===== config.mk =====
export PLATFORM = sky130hd
export DESIGN_NAME = regdump_seq
export DESIGN_NICKNAME = d
export VERILOG_FILES = /design/src/rtl/regdump_seq.sv
export SDC_FILE = /design/constraint.sdc
export NUM_CORES = 1
export LEC_CHECK = 0
export BUFFER_PORTS_ARGS = -buffer_cell sky130_fd_sc_hd__buf_2
export CAP_MARGIN = 20
export CORE_MARGIN = 2
export CORE_UTILIZATION = 55
export CTS_CLUSTER_DIAMETER = 50
export DETAILED_ROUTE_END_ITERATION = 8
export GPL_TIMING_DRIVEN = 0
export PLACE_DENSITY = 0.88
export SYNTH_ARGS = -nofsm -noshare
export SYNTH_HDL_FRONTEND = slang
export SYNTH_SLANG_ARGS = --single-unit
export TNS_END_PERCENT = 50

===== constraint.sdc =====
create_clock -name clk -period 8 [get_ports clk]
set_clock_uncertainty 0.2 [all_clocks]
set_input_delay 0.4 -clock clk [delete_from_list [all_inputs] [get_ports clk]]
set_output_delay 0.4 -clock clk [all_outputs]
set_load 0.01 [all_outputs]

===== src/rtl/regdump_seq.sv =====
module regdump_seq #(
  parameter int DUMP_BYTES = 596,
  parameter int PAR_WORDS = 4,
  parameter int ADDR_W = 32,
  parameter logic [7:0] CMD_BYTE = 8'h06,
  parameter logic [7:0] MARKER = 8'hD5
) (
  input  logic                   clk,
  input  logic                   rst_n,
  input  logic                   start,
  input  logic [ADDR_W-1:0]      cu_base,
  input  logic [ADDR_W-1:0]      dump_offset,
  input  logic [ADDR_W-1:0]      cb_addr,
  input  logic [PAR_WORDS*32-1:0] par_regs,
  input  logic                   txf_full,
  output logic                   txf_wr,
  output logic [7:0]             txf_data,
  input  logic                   stf_empty,
  input  logic [7:0]             stf_data,
  output logic                   stf_rd,
  output logic                   mem_wr,
  output logic [ADDR_W-1:0]      mem_addr,
  output logic [31:0]            mem_data,
  input  logic                   mem_ready,
  output logic                   done
);
  localparam int TOTAL_WORDS = DUMP_BYTES / 4;
  localparam int STREAM_WORDS = TOTAL_WORDS - PAR_WORDS;
  localparam int WCW = $clog2(TOTAL_WORDS + 1);
  localparam logic [31:0] STATUS_OK = 32'h0000_A000;

  typedef enum logic [2:0] {IDLE, CMD, SYNC, FILL, WSTR, WPAR, WSTAT} st_t;
  st_t st;

  logic [ADDR_W-1:0] base, stat_a;
  logic [WCW-1:0]    wcnt, pidx;
  logic [1:0]        bcnt;
  logic [31:0]       wbuf, par_word;

  assign txf_wr   = (st == CMD) && !txf_full;
  assign txf_data = CMD_BYTE;
  assign stf_rd   = ((st == SYNC) || (st == FILL)) && !stf_empty;
  assign mem_wr   = (st == WSTR) || (st == WPAR) || (st == WSTAT);
  assign pidx     = wcnt - WCW'(STREAM_WORDS);

  always_comb begin
    par_word = '0;
    for (int i = 0; i < PAR_WORDS; i++)
      if (pidx == WCW'(i)) par_word = par_regs[i*32 +: 32];
  end

  assign mem_data = (st == WSTAT) ? STATUS_OK : (st == WPAR) ? par_word : wbuf;
  assign mem_addr = (st == WSTAT) ? stat_a : base + (ADDR_W'(wcnt) << 2);

  always_ff @(posedge clk) begin
    if (!rst_n) begin
      st <= IDLE;
      base <= '0;
      stat_a <= '0;
      wcnt <= '0;
      bcnt <= '0;
      wbuf <= '0;
      done <= 1'b0;
    end else begin
      done <= 1'b0;
      case (st)
        IDLE: if (start) begin
          base <= cu_base + dump_offset;
          stat_a <= cb_addr;
          wcnt <= '0;
          bcnt <= '0;
          st <= CMD;
        end
        CMD: if (!txf_full) st <= SYNC;
        SYNC: if (stf_rd && stf_data == MARKER) st <= FILL;
        FILL: if (stf_rd) begin
          wbuf[{bcnt, 3'b000} +: 8] <= stf_data;
          bcnt <= bcnt + 2'd1;
          if (bcnt == 2'd3) st <= WSTR;
        end
        WSTR: if (mem_ready) begin
          wcnt <= wcnt + 1'b1;
          st <= (wcnt == WCW'(STREAM_WORDS - 1)) ? WPAR : FILL;
        end
        WPAR: if (mem_ready) begin
          wcnt <= wcnt + 1'b1;
          if (wcnt == WCW'(TOTAL_WORDS - 1)) st <= WSTAT;
        end
        WSTAT: if (mem_ready) begin
          st <= IDLE;
          done <= 1'b1;
        end
        default: st <= IDLE;
      endcase
    end
  end
endmodule


==> results.cfg, run 1 <==
[run_status]
status = complete, no violations

[drt]
drt_wl_total_um = 28870
drc = 0
wl_per_cell_um = 17.18
drt_first_pass_iters = 5
final_antenna_net_count = 0
vias = 10050
drt-initial-drc-count = 889
viasPerCell = 5.982

[worst_setup_path]
r2r_cells = 6
endpoint_kind = primary output
r2r_setup_slack_ns = 4.87
crit_path_max_fanout = 10
crit_required_ns = 7.40
max_stage_delay_ns = 0.54
cpMostUsedCell = buf_2
path_cells = inv_1, ha_1, nor4b_1, o211ai_1, a2111oi_4, and2_1, buf_2, buf_2, a22oi_1, nand2_1, o21ai_1, o21ai_1, buf_2
rr_endpoint = stat_a[29]
start_kind = register
r2r_start = st[1]
path_class = register to primary output
cp.arrival_ns = 3.81
worst_path_max_delay_cell = dfxtp_1

[sta]
period_share = 0.5513
hold_viol = 0
tns_ns = 0
worst_pin_slew_ns = 0.9942
grt_setup_unrepaired = no
fmax_ghz = 0.2267
setup_viol = 0
slew_viol_final = 0
post-route-min-period_ns = 4.410
relSlewSlack = 0.3279

[die]
die_x_um = 128.8
core.rowCount = 45
dieArea_um2 = 16590
die_h_um = 128.8
core_um2 = 15200
start_util = 0.5636
ioPinCount = 314

[pwr]
powerDensity_nw_per_um2 = 162.5
clkPwrFrac = 0.251
switchingPower_uw = 649.3
vdd_drop_max_mv = 0.1397
leakagePower_uw = 0.004683
internal_power_uw = 1079
share_comb_of_total_power = 0.359
seq_power_share = 0.390
switching_share = 0.3757

[cts]
cts_buffer_depth = 2
post_cts_resized = 0
cts.sinks = 110
cts_setup_buffers = 0
htree_num_levels = 3
insertion_delay_ns = 0.36
numCtsBuffers = 9
clk_pin_slew_ns = 0.07
cts_root_buffer = clkbuf_16
cts_hold_buf = 0
tritoncts = yes

[min_path]
min_from = cb_addr[26]
whs_path_depth = 3
holdPathEnd = stat_a[26]
hp-class = primary input to register

[grt]
grt_max_degree = 20
grt_usage = 0.3363
overflow = 0
antenna_found_initial = 0
grt_pass1_vias = 9362
grt_pass1_wl_um = 44710

[finish]
layout_commonest_cell = buf_2
drive_gt1_frac = 0.2399
synthToLayoutAreaGrowth_pct = 24.12
fin_nets = 1778
postLayoutCoreUtil = 0.6996
n_antenna_cell = 0
layout_common_cells = 319 x buf_2, 202 x nand2_1, 110 x dfxtp_1
fillers = 1268

[yosys]
yosysWarnings = 0
synth-compound-area-share = 0.3011
syn_inst = 1165
ys_seq_area_frac = 0.2570
synth_flop_cell = dfxtp_1
synth_top_family_by_area = compound AO/OA/AOI/OAI gates
synth_seq_cells = 110
synthMuxAreaShare = 0.003505
synth-edff-count = 0
synthXorXnorAreaFrac = 0.04498
syn_area_um2 = 8568
synth_area_per_cell_um2 = 7.355
synthDistinctLibCells = 66
synthAdderAreaFrac = 0.07915
synthArstFlopShare = 0
synth_simple_gate_area_frac = 0.2548

[place]
place.port_buffers = 305
dpl.hpwl_um = 23140
place.gp.congestion = 0.9559

[flow_run]
drv_cap = 0
## routing by layer
layer | vias up | wire length (um) | track usage
li1 | 4834 | - | -
met1 | 4545 | 11050 | 0.3850
met2 | 560 | 13890 | 0.5864
met3 | 110 | 2465 | 0.07027
met4 | 0 | 1458 | 0.1835
met5 | - | 0 | 0
## cell type report
class | count | area, um^2 | share of cell area
clock buffers | 9 | 225.2 | 0.02118
plain buffers | 87 | 392.9 | 0.03694
multi-input cells | 945 | 5887 | 0.5535
clock inverters | 7 | 57.56 | 0.005412
well taps | 188 | 235.2 | 0.02212
inverters | 29 | 108.9 | 0.01024
flip-flops and latches | 110 | 2202 | 0.2071
repair buffers | 305 | 1526 | 0.1435
## critical path, delay by kind of cell (launching register included)
kind	cells	cell delay (ns)
adders and majority gates	1	0.30
and+or+nand+nor	3	0.58
buffers and inverters	4	0.86
DFF	1	0.54
AOI/OAI and AO/OA	5	1.16
## power by group through the flow
stage	combinational, uW	clock (uW)	sequential [uW]
final	620	435	674
after global routing	681	455	679
after CTS	610	433	670
after detailed placement	607	0	682
after global placement	590	0	678
after floorplan	386	0	665
## state kept, by name (all words and copies together) (netlist names)
name    flops
base       32
stat_a     32
wbuf       32
wcnt        8
st          3
bcnt        2
done        1
## cell families after synthesis
kind of cell | count (synthesis)
buf+inv | 116
compound gates | 384
fa+ha+maj | 53
mux | 3
simple gates | 453
other cells | 2
flops | 110
xor+xnor | 44
## through the flow
stage | hold WS [ns] | area, um^2 | worst slack, ns | instances | total power, uW
2_1_floorplan | 0.2383 | 8591 | 4.804 | 1171 | 1051
3_3_place_gp | 0.2505 | 10350 | 4.142 | 1664 | 1268
3_5_place_dp | 0.2587 | 10350 | 4.061 | 1664 | 1289
4_1_cts | 0.08755 | 10640 | 3.671 | 1680 | 1714
5_1_grt | 0.1038 | 10640 | 3.356 | 1680 | 1815
6_report | 0.08997 | 10640 | 3.590 | 1680 | 1728
## worst max path at each step
stage	startpoint	to	depth (start not counted)
after global routing	wcnt[0]	mem_data[2]	13
final	wcnt[1]	mem_data[30]	13
after floorplan	wcnt[0]	mem_data[13]	11
after CTS	wcnt[1]	mem_data[30]	13
after global placement	wcnt[1]	mem_data[30]	10
after detailed placement	wcnt[1]	mem_data[30]	13
## cell usage after synthesis (8+ instances only)
master / n / share of area
and3_1: 13 / 0.0095
nor3b_1: 15 / 0.013
buf_2: 14 / 0.0082
a22oi_1: 33 / 0.029
a31oi_1: 11 / 0.0080
buf_4: 13 / 0.011
ha_1: 51 / 0.074
nand3_1: 62 / 0.036
xor2_1: 20 / 0.020
a21boi_0: 74 / 0.065
and2_1: 27 / 0.020
o21ai_0: 38 / 0.022
inv_1: 28 / 0.012
nand2b_1: 8 / 0.0058
nand4_1: 8 / 0.0058
a32oi_1: 30 / 0.031
nor3_1: 13 / 0.0076
nand2_1: 202 / 0.088
a21o_1: 13 / 0.011
a21oi_1: 44 / 0.026
nor2_1: 53 / 0.023
o21ai_1: 77 / 0.045
o211ai_1: 8 / 0.0070
nor2b_1: 14 / 0.010
dfxtp_1: 110 / 0.26
clkbuf_1: 59 / 0.026
xnor2_1: 24 / 0.025
No activity file was read; power rests on OpenSTA's default activity.
==> run 2: changes to the inputs <==
ABC_AREA = 1   (was default)
CORE_UTILIZATION = 49   (was 55)
PLACE_DENSITY = 0.79   (was 0.88)
clock period = 3.8 ns   (was 8 ns; I/O delays follow)
==> run 2 against run 1 <==
  * Cell count increased by 52%
  * Via count is 34% higher
  * Worst hold slack worse by 0.076 ns
  * Utilization fell by 7.4 points
  * Sequential power increased by 140%
  * Cell area rose by 25%
  * Non-clock buffer count is 42 higher
  * Largest cell class unchanged
  * Largest power group is now combinational cells
==> results.cfg, run 2 <==
[run_status]
status = complete, no violations

[pwr]
vdd_drop_max_mv = 0.2853
leakagePower_uw = 0.007769
powerDensity_nw_per_um2 = 367.7

[place]
place.port_buffers = 305
dpl.hpwl_um = 34380
place.gp.congestion = 0.9644

[cts]
clk_pin_slew_ns = 0.08
cts_setup_buffers = 0
numCtsBuffers = 9
tritoncts = yes
cts_root_buffer = clkbuf_16
cts.sinks = 110
cts_buffer_depth = 2
htree_num_levels = 3
insertion_delay_ns = 0.37

[sta]
worst_pin_slew_ns = 0.7558
relSlewSlack = 0.4961
period_share = 0.9100
slew_viol_final = 0
setup_viol = 0
hold_viol = 0
fmax_ghz = 0.2892
grt_setup_unrepaired = no
hold-worst-slack_ns = 0.01434
tns_ns = 0
post-route-min-period_ns = 3.458

[yosys]
ys_top_cells_by_area = dfxtp_1 21%, nand2_1 18%, inv_1 11%, nor2_1 8.3%, o21ai_0 6.1%
synth_seq_cells = 110
synth-edff-count = 0
synthDistinctLibCells = 44
yosys.area.top_type_share = 0.2065
synth_flop_cell = dfxtp_1
syn_inst = 1909
synth_commonest_cells = 522 x nand2_1, 319 x inv_1, 237 x nor2_1
synthArstFlopShare = 0
ys_seq_area_frac = 0.2065
synth_area_per_cell_um2 = 5.587
syn_area_um2 = 10670
yosys.area.top_type = dfxtp_1
yosysWarnings = 0
yosysMostFrequentCell = nand2_1

[grt]
grt_pass1_vias = 12540
antenna_found_initial = 1
grt_max_degree = 19
overflow = 0
grt_pass1_wl_um = 63590
grt_usage = 0.3561

[die]
die_x_um = 151.5
core.rowCount = 53
dieArea_um2 = 22960
die_h_um = 151.5
start_util = 0.5027
core_um2 = 21220
ioPinCount = 314

[worst_setup_path]
crit_cells = 13
cpMostUsedCell = inv_1
endpoint_kind = primary output
cp.arrival_ns = 3.07
start_kind = register
max_stage_delay_ns = 0.46
crit_path_max_fanout = 5
cp.buffers_inverters = 4
path_class = register to primary output
path_cells = ha_1, inv_1, fa_1, inv_1, nand3_1, nand2_1, inv_1, o21ai_2, nand2_1, o21ai_0, nand3_1, o21ai_0, buf_2
r2r_cells = 7
cp_top_family = adder cells
crit_required_ns = 3.41
worst_path_max_delay_cell = dfxtp_1

[finish]
layout_commonest_cell = nand2_1
fillers = 2153
top_regs = base (32), stat_a (32), wbuf (32)
synthToLayoutAreaGrowth_pct = 24.36
drive_gt1_frac = 0.1718
layout_common_cells = 522 x nand2_1, 331 x buf_2, 319 x inv_1
fin_nets = 2562

[min_path]
hp-class = primary input to register
whs_path_depth = 3

[drt]
drc = 0
viasPerCell = 5.281
drt-initial-drc-count = 950
drt_first_pass_iters = 6
final_antenna_net_count = 0
vias = 13480
drt_wl_total_um = 42100
wl_per_cell_um = 16.50

[flow_run]
drv_cap = 0
## run 2: changes by cell type in the layout (fill, tap and decap cells not counted), moves of 30 or more
cell and change:
nand4_1 +77, nor2_1 +184, nand2_1 +320, a22oi_1 -33, o21ai_0 +92, o21ai_1 -76
dlygate4sd3_1 +40, inv_1 +291, a32oi_1 -30, a21boi_0 -74, nand3_1 +54, a21oi_1 +57
## run 2: final timing paths
| kind | startpoint | end | slack [ns] |
|---|---|---|---|
| setup reg to reg | bcnt[0] | wbuf[9] | 1.19 |
| setup / recovery | wcnt[0] | mem_addr[16] | 0.34 |
| hold reg to reg | stat_a[2] | stat_a[2] | 0.25 |
| hold / removal | stf_data[5] | wbuf[5] | 0.01 |
## run 2: cell type report
cell class | count | area [um^2] | share of cell area
Clock buffer | 10 | 229.0 | 0.01726
Sequential cell | 110 | 2202 | 0.1660
Timing Repair Buffer | 345 | 1927 | 0.1453
Tap cell | 275 | 344.1 | 0.02594
Buffer | 89 | 441.7 | 0.03330
Clock inverter | 6 | 70.07 | 0.005282
Multi-Input combinational cell | 1388 | 6818 | 0.5140
Inverter | 328 | 1231 | 0.09281
Antenna cell | 1 | 2.502 | 0.0001886
## run 2: per-layer routing
| metal | vias to the layer above | global-route usage | wire [um] |
|---|---|---|---|
| li1 | 6773 | - | - |
| met1 | 5989 | 0.3952 | 16430 |
| met2 | 572 | 0.6475 | 20410 |
| met3 | 142 | 0.05719 | 2960 |
| met4 | 0 | 0.1963 | 2295 |
| met5 | - | 0 | 0 |
## run 2: where the power goes
group	leakage, uW	internal, uW	switching, uW
sequential	0.000900	1400	200
clock	0.000147	519	477
combinational	0.00672	768	1520
total	0.00777	2680	2200
## run 2: kinds of logic after synthesis
logic type / after synthesis / share of synthesized area
xor gates and xnor gates: 28 / 0.02299
AOI/OAI and AO/OA: 280 / 0.1410
and+or+nand+nor: 1019 / 0.4084
adders and majority gates: 53 / 0.06358
other: 2 / 0.0007041
DFF: 110 / 0.2065
buffers and inverters: 417 / 0.1568
## run 2: timing repair
item	CTS	global route
hold endpoints to repair	45	0
resized for setup	0	1
hold buffers	40	0
endpoints found under the setup margin	0	1
## run 2: metrics by stage
stage	instances	power [uW]	util	area, um^2	worst slack, ns
after floorplan	1915	2969	-	10690	1.316
after global placement	2495	3787	0.5919	12560	0.6838
after detailed placement	2495	3819	0.5919	12560	0.6957
after CTS	2551	4832	0.6248	13260	0.2798
after global routing	2552	5194	0.6251	13270	0.1146
final	2552	4878	0.6251	13270	0.3421
## run 2: worst register-to-register path, delay by kind of cell (launching register included)
kind                       cells  cell delay [ns]
AOI/OAI and AO/OA              1             0.14
adders and majority gates      1             0.46
buffers and inverters          3             0.57
DFF                            1             0.42
and+or+nand+nor                2             0.75
